--- src/rtl/trw_pkg.sv ---
package trw_pkg;
    typedef enum logic [1:0] {
        ST_IDLE  = 2'd0,
        ST_WRITE = 2'd1,
        ST_DROP  = 2'd2
    } trw_state_e;

    // Pack the crossing number and the retained event bits; upper bits zero.
    function automatic logic [63:0] pack_record(input logic [11:0] bxn,
                                                input logic [19:0] evn_lo);
        logic [63:0] w;
        w = '0;
        w[11:0]  = bxn;
        w[31:12] = evn_lo;
        return w;
    endfunction
endpackage

--- src/rtl/trw_fsm.sv ---
module trw_fsm
    import trw_pkg::*;
(
    input  logic clk,
    input  logic rst_n,
    input  logic trig_i,
    input  logic full_i,
    output logic accept_o,
    output logic lose_o,
    output logic wr_o
);
    trw_state_e state_q, state_d;

    assign accept_o = trig_i & ~full_i;
    assign lose_o   = trig_i &  full_i;

    always_comb begin
        state_d = ST_IDLE;
        unique case (state_q)
            ST_IDLE, ST_WRITE, ST_DROP: begin
                if (trig_i && !full_i)     state_d = ST_WRITE;
                else if (trig_i && full_i) state_d = ST_DROP;
                else                       state_d = ST_IDLE;
            end
            default: state_d = ST_IDLE;
        endcase
    end

    always_ff @(posedge clk or negedge rst_n) begin
        if (!rst_n) state_q <= ST_IDLE;
        else        state_q <= state_d;
    end

    always_comb begin
        wr_o = 1'b0;
        unique case (state_q)
            ST_WRITE: wr_o = 1'b1;
            ST_IDLE, ST_DROP: wr_o = 1'b0;
            default: wr_o = 1'b0;
        endcase
    end


    wr_pulse_chk: assert property (@(posedge clk) disable iff (!rst_n)
        (trig_i && !full_i) |=> wr_o);

    drop_no_write_chk: assert property (@(posedge clk) disable iff (!rst_n)
        (trig_i && full_i) |=> !wr_o);

    idle_no_write_chk: assert property (@(posedge clk) disable iff (!rst_n)
        !trig_i |=> !wr_o);
endmodule

--- src/rtl/trw_packer.sv ---
module trw_packer
    import trw_pkg::*;
#(
    parameter int BXN_W  = 12,
    parameter int EVN_W  = 32,
    parameter int KEEP_W = 20,
    parameter int DATA_W = 64
) (
    input  logic              clk,
    input  logic              rst_n,
    input  logic              load_i,
    input  logic [BXN_W-1:0]  bxn_i,
    input  logic [EVN_W-1:0]  evn_i,
    output logic [DATA_W-1:0] data_o
);
    localparam int USED_W = BXN_W + KEEP_W;

    logic [DATA_W-1:0] word_d;

    generate
        if (DATA_W > USED_W) begin : g_pad
            assign word_d = {{(DATA_W-USED_W){1'b0}}, evn_i[KEEP_W-1:0], bxn_i};
        end else begin : g_exact
            assign word_d = {evn_i[KEEP_W-1:0], bxn_i};
        end
    endgenerate

    always_ff @(posedge clk or negedge rst_n) begin
        if (!rst_n)      data_o <= '0;
        else if (load_i) data_o <= word_d;
    end


    bxn_field_chk: assert property (@(posedge clk) disable iff (!rst_n)
        load_i |=> data_o[BXN_W-1:0] == $past(bxn_i));

    evn_field_chk: assert property (@(posedge clk) disable iff (!rst_n)
        load_i |=> data_o[USED_W-1:BXN_W] == $past(evn_i[KEEP_W-1:0]));
endmodule

--- src/rtl/trw_drop_ctr.sv ---
module trw_drop_ctr #(
    parameter int CNT_W = 32
) (
    input  logic             clk,
    input  logic             rst_n,
    input  logic             inc_i,
    output logic [CNT_W-1:0] cnt_o
);
    always_ff @(posedge clk or negedge rst_n) begin
        if (!rst_n)     cnt_o <= '0;
        else if (inc_i) cnt_o <= cnt_o + 1'b1;
    end


    hold_chk: assert property (@(posedge clk) disable iff (!rst_n)
        !inc_i |=> $stable(cnt_o));
endmodule

--- src/rtl/trig_rec_writer.sv ---
module trig_rec_writer
    import trw_pkg::*;
#(
    parameter int BXN_W  = 12,
    parameter int EVN_W  = 32,
    parameter int KEEP_W = 20,
    parameter int DATA_W = 64,
    parameter int CNT_W  = 32
) (
    input  logic              clk,
    input  logic              rst_n,
    input  logic              trig_i,
    input  logic [BXN_W-1:0]  bxn_i,
    input  logic [EVN_W-1:0]  evn_i,
    input  logic              fifo_full_i,
    output logic              fifo_wr_o,
    output logic [DATA_W-1:0] fifo_data_o,
    output logic [CNT_W-1:0]  drop_cnt_o
);
    localparam int USED_W = BXN_W + KEEP_W;

    logic accept;
    logic lose;

    trw_fsm u_fsm (
        .clk      (clk),
        .rst_n    (rst_n),
        .trig_i   (trig_i),
        .full_i   (fifo_full_i),
        .accept_o (accept),
        .lose_o   (lose),
        .wr_o     (fifo_wr_o)
    );

    trw_packer #(
        .BXN_W  (BXN_W),
        .EVN_W  (EVN_W),
        .KEEP_W (KEEP_W),
        .DATA_W (DATA_W)
    ) u_pack (
        .clk    (clk),
        .rst_n  (rst_n),
        .load_i (accept),
        .bxn_i  (bxn_i),
        .evn_i  (evn_i),
        .data_o (fifo_data_o)
    );

    trw_drop_ctr #(.CNT_W(CNT_W)) u_cnt (
        .clk   (clk),
        .rst_n (rst_n),
        .inc_i (lose),
        .cnt_o (drop_cnt_o)
    );


    drop_step_chk: assert property (@(posedge clk) disable iff (!rst_n)
        (trig_i && fifo_full_i) |=> drop_cnt_o == $past(drop_cnt_o) + 1'b1);

    upper_zero_chk: assert property (@(posedge clk) disable iff (!rst_n)
        fifo_wr_o |-> fifo_data_o[DATA_W-1:USED_W] == '0);

    single_pulse_chk: assert property (@(posedge clk) disable iff (!rst_n)
        (fifo_wr_o && !$past(trig_i)) |-> 1'b0);
endmodule

--- config.mk ---
export PLATFORM = sky130hd
export DESIGN_NAME = trig_rec_writer
export DESIGN_NICKNAME = d
export VERILOG_FILES = /design/src/rtl/trw_pkg.sv /design/src/rtl/trw_fsm.sv /design/src/rtl/trw_packer.sv /design/src/rtl/trw_drop_ctr.sv /design/src/rtl/trig_rec_writer.sv
export SDC_FILE = /design/constraint.sdc
export NUM_CORES = 1
export LEC_CHECK = 0
export ABC_CLOCK_PERIOD_IN_PS = 3980
export CORE_MARGIN = 8
export CORE_UTILIZATION = 30
export DETAILED_ROUTE_END_ITERATION = 8
export DONT_BUFFER_PORTS = 1
export GPL_ROUTABILITY_DRIVEN = 0
export SYNTH_ARGS = -nofsm -noshare
export SYNTH_HDL_FRONTEND = slang
export SYNTH_SLANG_ARGS = --single-unit
--- constraint.sdc ---
create_clock -name clk -period 3.98 [get_ports clk]
set_input_delay 0.199 -clock clk [delete_from_list [all_inputs] [get_ports clk]]
set_output_delay 0.199 -clock clk [all_outputs]
set_load 0.1 [all_outputs]
After elaboration in Yosys (flattened, before gate mapping)
Index checks and enable logic that the tools add are counted.

$add $sub $neg: 1. Bitwise logic cells: 3. Equality and inequality tests: 2. Muxes and demuxes: 4. Reduce and logical (&&, ||, !) cells: 5.

Operator list (count): $add 32x1->32 const B (1); $mux 2 (3); $reduce_or 3->1 (1); $and 1x1->1 (2); $eq 2x1->1 const B (1); $eq 2x2->1 const B (1); $logic_and 1x1->1 (2); $logic_not 2->1 (1); $logic_not 1->1 (1); $mux 1 (1); $not 1->1 (1).

Output and inout port bits: 97. Input port bits: 48. Register bits after elaboration: 66. Logic and storage cells: 18.

Longest topological paths before layout
Gate-level depths: netlist of the first run.

Depth in word-level cells: 4. Depth in mapped cells: 5. Gate-level depth less buffers: 5.

By module
A second synthesis of the first run with hierarchy kept.

Cells, all modules: 231. Area total of the unflattened synthesis: 3128.0 µm².

Modules (own cells, without submodules): trw_packer (instances 1, cells an instance 101, sequential area each 800.8 µm², area each 1589.0 µm²); trw_drop_ctr (instances 1, cells an instance 123, sequential area each 800.8 µm², area each 1448.9 µm²); trw_fsm (instances 1, cells an instance 7, sequential area each 50.0 µm², area each 90.1 µm²).

Worst setup path after synthesis of the first run
OpenSTA, ideal clock, no wires.

Path type: register to register. From: register u_cnt.cnt_o[0]. To: register u_cnt.cnt_o[22]. Path slack: 1591 ps. Buffers on the path: 0. Data required time: 3822 ps. Clock period less this slack: 2389 ps. Stages on the path, launching flop included: 6. Library setup time: 158 ps. Arrival time: 2230 ps. Cells stage by stage: dfrtp_1 -> ha_1 -> nand3_1 -> nor4_4 -> nand4_1 -> xnor2_1.

Longest elaborated chain between the ends: 1.

RTL lines: from (decl) (line trw_drop_ctr.sv:7) `output logic [CNT_W-1:0] cnt_o`; from (signal assigned) (line trw_drop_ctr.sv:11) `else if (inc_i) cnt_o <= cnt_o + 1'b1;`; $add 32x1->32 (line trw_drop_ctr.sv:11).

Every way passes these cells. A chain may end at the register's enable or synchronous reset.

Final worst setup path of the first run
From: register u_cnt.cnt_o[1]. To: register u_cnt.cnt_o[28].

Same word-level chain as after synthesis.

==> results of run 1 <==
[state kept, by name, summed over array words and instances (netlist names)]
register,cells
u_cnt.cnt_o,32
u_pack.data_o,32
u_fsm.state_q,2
[final timing paths]
check                                 startpoint                end  depth (start not counted)
worst max-delay path              u_cnt.cnt_o[1]    u_cnt.cnt_o[28]                          5
worst min-delay path                   bxn_i[10]  u_pack.data_o[10]                          1
worst max register to register    u_cnt.cnt_o[1]    u_cnt.cnt_o[28]                          5
worst min register to register  u_fsm.state_q[0]   u_fsm.state_q[1]                          1
max in group asynchronous                  rst_n     u_cnt.cnt_o[2]                          2
min in group asynchronous                  rst_n  u_pack.data_o[10]                          2
[Yosys cell counts]
cell type / instances / share of area
xnor2_1: 22 / 0.065
buf_2: 3 / 0.0051
and3_1: 7 / 0.015
dfrtp_1: 66 / 0.56
clkbuf_1: 1 / 0.0013
nor4_4: 3 / 0.022
inv_1: 2 / 0.0025
and2_1: 1 / 0.0021
nor2b_1: 2 / 0.0042
nand3_4: 1 / 0.0059
a21boi_0: 1 / 0.0025
nor3_2: 1 / 0.0034
nand4_2: 1 / 0.0042
nand3_1: 13 / 0.022
conb_1: 1 / 0.0013
xor2_1: 9 / 0.027
nand4_1: 9 / 0.019
ha_1: 1 / 0.0042
mux2_2: 33 / 0.13
nor3_1: 1 / 0.0017
a21oi_1: 1 / 0.0017
nand2_1: 9 / 0.011
buf_4: 32 / 0.081
and4_1: 1 / 0.0030
nor2_1: 6 / 0.0076
nor4_1: 1 / 0.0021
[worst max-delay path, cell delays in order, from the launching register on]
cell	delay (ns)
dfrtp_1	0.97
ha_1	0.29
nand3_1	0.23
nor4_4	0.72
nand4_1	0.22
xnor2_1	0.19
[power groups by stage]
stage,Sequential (mW),Clock (mW),Combinational (mW)
floorplan,1.37,0,0.260
global placement,1.20,0,0.475
detailed placement,1.20,0,0.481
CTS,1.19,0.589,0.524
global route,1.20,0.614,0.548
finish,1.19,0.555,0.522
[repair_timing]
action / in CTS / in global routing
hold buffers: 33 / 0
hold endpoints to repair: 97 / 0
buffers inserted: 0 / 0
[routing by layer]
layer,vias to the layer above,GRT usage,routed length [um]
li1,839,-,-
met3,5,0.0394,645
met1,907,0.120,2730
met5,-,0,0
met4,0,0.0604,61
met2,78,0.168,3410
[per-stage QoR]
step	instances	utilization	instance area (um^2)	hold slack [ns]	power [mW]
2_1_floorplan	259	-	3070	-0.0966	1.63
3_3_place_gp	379	0.326	3160	-0.0946	1.68
3_5_place_dp	379	0.326	3160	-0.0942	1.69
4_1_cts	428	0.382	3700	0.000284	2.30
5_1_grt	428	0.382	3700	0.00826	2.36
6_report	428	0.382	3700	0.0257	2.27
[cell type report]
class	count	area [um^2]
fill	947	5990
sequential	66	1650
multi-input combinational	155	1160
timing repair buffer	56	520
tap	133	166
clock buffer	11	141
clock inverter	5	53.8
inverter	2	7.51
[cells in the final DEF (no fill, tap or decap), types with 2 or more instances in the layout]
cell type / synthesis / routed
dfrtp_1: 66 / 66
mux2_2: 33 / 33
conb_1: 1 / 32
dlygate4sd3_1: 0 / 32
buf_4: 32 / 23
xnor2_1: 22 / 22
nand3_1: 13 / 13
clkbuf_8: 0 / 10
nand2_1: 9 / 9
xor2_1: 9 / 9
nand4_1: 9 / 9
and3_1: 7 / 7
nor2_1: 6 / 6
nor4_4: 3 / 3
clkinv_2: 0 / 3
nor2b_2: 0 / 2
inv_1: 2 / 2
[cells by family after synthesis]
kind of cell / count (synthesis) / synth area share
AOI/OAI and AO/OA: 2 / 0.00423
other: 1 / 0.00127
and+or+nand+nor: 56 / 0.123
xor gates and xnor gates: 31 / 0.0919
muxes: 33 / 0.126
adders and majority gates: 1 / 0.00423
buffers and inverters: 38 / 0.0902
DFF: 66 / 0.559
==> impl_metrics.tcl, run 1 <==
set metrics [dict create \
    status "complete, no violations" \
    grt_pass1_vias 2015 \
    synth_seq_area_share 0.559 \
    critical_path_class "register to register" \
    cp-start-kind "register" \
    first_iter_violations 65 \
    layout_setup_ws_ns 1.20 \
    start_util 0.305 \
    cap_violations 0 \
    viasPerCell 4.27 \
    p_int_mw 1.16 \
    grt_max_degree 67 \
    hold_viol 0 \
    worstHoldPathType "primary input to register" \
    comb_power_share 0.230 \
    diodes 0 \
    htree_levels 3 \
    area_growth_pct 25.2 \
    cts_buffer_depth 2 \
    io-pin-count 145 \
    die_h_um 115 \
    rsz0062_at_grt "no" \
    drc 0 \
    fmax_ghz 0.360 \
    drive_above_1_share 0.271 \
    p_leak_nw 1.72 \
    clkPwrFrac 0.245 \
    die_x_um 115 \
    clock_latency_ns 0.33 \
    cts-root-buf "clkbuf_8" \
    cts_tree "built" \
    peakVddDrop_mv 0.331 \
    maxSlewHeadroom 0.277 \
    cp.arrival_ns 2.96 \
    setup_viol 0 \
    r2r_setup_slack_ns 1.20 \
    crit_required_ns 4.17 \
    wirelength_mm 6.84 \
    fp.dieArea_um2 13300 \
    cts_resized 0 \
    ys_types 26 \
    final.setup.tns_ns 0 \
    vias 1829 \
    yosys_warnings 0 \
    net-switching-power_mw 1.10 \
    pre_cts_ws_ns 1.20 \
    swShare 0.487 \
    grt_pass1_wl_mm 10.8 \
    min_period_over_period 0.698 \
    path_clk_slew_ns 0.08 \
    rows 36 \
    crit_path_end_kind "register" \
    gr-total-overflow 0 \
    synth_seq_cells 66 \
    slew_viol_final 0 \
    cts_buffers 9 \
    post-route-min-period_ns 2.78 \
    avgRoutedWirePerCell_um 16.0 \
    track_usage 0.106 \
    dp_hpwl_mm 4.87 \
    crit_path_max_fanout 10 \
    powerDensity_nw_per_um2 612 \
    firstDrtPassIters 4 \
    avgSynthCellArea_um2 13.0 \
    layout.nets 339 \
    antenna_found_initial 0 \
    cts.sinks 66 \
    p_seq_frac 0.525 \
    antenna_left 0 \
    synth_area_um2 2950 \
    worst_pin_slew_ns 1.08 \
    core_um2 9680 \
    postSynthCellCount 228 \
    io_buffer_count 0 \
    finClkSkew_ns 0.00834 \
]
Note: power is estimated with default switching activity, not from simulation.
==> run 2: changes to the inputs <==
ABC_CLOCK_PERIOD_IN_PS = 2800   (was 3980)
clock period = 2.8 ns   (was 3.98 ns; I/O delays follow)
==> run 2 against run 1 <==
Fmax rose by 41%. Final area grew 2.9%. Clock power rose by 44%.
==> impl_metrics.tcl, run 2 (same netlist as run 1, synthesis figures left out) <==
set metrics [dict create \
    cap_violations 0 \
    wirelength_mm 6.80 \
    cts-root-buf "clkbuf_8" \
    layout_setup_ws_ns 0.834 \
    crit_required_ns 3.02 \
    cp.arrival_ns 2.19 \
    io_buffer_count 0 \
    vias 1868 \
    drive_above_1_share 0.293 \
    worst_pin_slew_ns 0.922 \
    rows 36 \
    cts_buffer_depth 2 \
    cts_resized 0 \
    min_period_over_period 0.702 \
    firstDrtPassIters 3 \
    clkPwrFrac 0.246 \
    fmax_ghz 0.509 \
    finClkSkew_ns 0.00505 \
    antenna_found_initial 0 \
    setup_viol 0 \
    crit_path_max_fanout 10 \
    final.setup.tns_ns 0 \
    area_growth_pct 28.9 \
    final_common_cell "dfrtp_1" \
    first_iter_violations 48 \
    fp.dieArea_um2 13300 \
    dp_hpwl_mm 4.85 \
    powerDensity_nw_per_um2 852 \
    p_int_mw 1.68 \
    cp-start-kind "register" \
    worstHoldPathType "primary input to register" \
    avgRoutedWirePerCell_um 15.4 \
    htree_levels 3 \
    die_h_um 115 \
    p_leak_nw 1.79 \
    antenna_left 0 \
    final_cell_mix "dfrtp_1 (66), dlygate4sd3_1 (35), buf_4 (34)" \
    pre_cts_ws_ns 0.806 \
    diodes 0 \
    rsz0062_at_grt "no" \
    hold_viol 0 \
    post-route-min-period_ns 1.97 \
    drc 0 \
    die_x_um 115 \
    path_clk_slew_ns 0.07 \
    cts_buffers 9 \
    status "complete, no violations" \
    utilization 0.393 \
    track_usage 0.104 \
    critical_path_class "register to register" \
    crit_path_start "u_cnt.cnt_o[1]" \
    swShare 0.482 \
    net-switching-power_mw 1.56 \
    core_um2 9680 \
    whs_ns 0.0417 \
    clock_latency_ns 0.34 \
    start_util 0.305 \
    layout.nets 353 \
    post_cts_buffers 0 \
    io-pin-count 145 \
    cts_tree "built" \
    p_seq_frac 0.510 \
    hold_path_startpoint "fifo_full_i" \
    grt_pass1_vias 1999 \
    slew_viol_final 0 \
    instances_no_fill 440 \
    postCtsHoldBufs 36 \
    peakVddDrop_mv 0.526 \
    maxSlewHeadroom 0.385 \
    grt_max_degree 67 \
    placedCellCount 390 \
    reg_top3 "u_cnt.cnt_o: 32 flops, u_pack.data_o: 32 flops, u_fsm.state_q: 2 flops" \
    viasPerCell 4.25 \
    cts.sinks 66 \
    gr-total-overflow 0 \
    reg2reg_from "u_cnt.cnt_o[1]" \
    comb_power_share 0.244 \
    grt_pass1_wl_mm 10.5 \
    crit_path_end_kind "register" \
]
## run 2: final timing paths
path / to / slack, ns / cells after the start
max: u_cnt.cnt_o[22] / 0.83 / 5
min: u_cnt.cnt_o[1] / 0.04 / 2
max reg2reg: u_cnt.cnt_o[22] / 0.83 / 5
min reg2reg: u_fsm.state_q[1] / 0.47 / 1
max in group asynchronous: u_pack.data_o[19] / 2.16 / 2
min in group asynchronous: u_pack.data_o[15] / 0.33 / 2
## run 2: power by group through the flow
stage	sequential [mW]	clock, mW	combinational, mW
3_5_place_dp	1.68	0	0.734
5_1_grt	1.67	0.872	0.830
4_1_cts	1.66	0.831	0.796
3_3_place_gp	1.67	0	0.725
6_report	1.65	0.797	0.792
2_1_floorplan	1.95	0	0.369
## run 2: worst max-delay path, cell delays in order, from the launching register on
cell and delay, ns:
dfrtp_1 0.39, ha_1 0.16, nand3_1 0.21, nor4_4 0.71
nand4_1 0.21, xnor2_1 0.17
## run 2: cell type report
| cell class | count | area, um^2 |
|---|---|---|
| Fill cell | 932 | 5880 |
| Inverter | 2 | 7.51 |
| Multi-Input combinational cell | 155 | 1160 |
| Timing Repair Buffer | 70 | 633 |
| Clock inverter | 3 | 40.0 |
| Clock buffer | 11 | 151 |
| Tap cell | 133 | 166 |
| Sequential cell | 66 | 1650 |
## run 2: metrics by stage
step / instance area, um^2 / power, mW
2_1_floorplan: 3070 / 2.32
3_3_place_gp: 3240 / 2.40
3_5_place_dp: 3240 / 2.41
4_1_cts: 3810 / 3.29
5_1_grt: 3810 / 3.37
6_report: 3810 / 3.24
## run 2: per-layer routing
layer	wire [um]	vias to the layer above	GRT usage	part of all wire
li1	-	867	-	-
met2	3370	83	0.167	0.50
met4	123	0	0.0534	0.018
met5	0	-	0	0
met1	2600	908	0.114	0.38
met3	696	10	0.0473	0.10
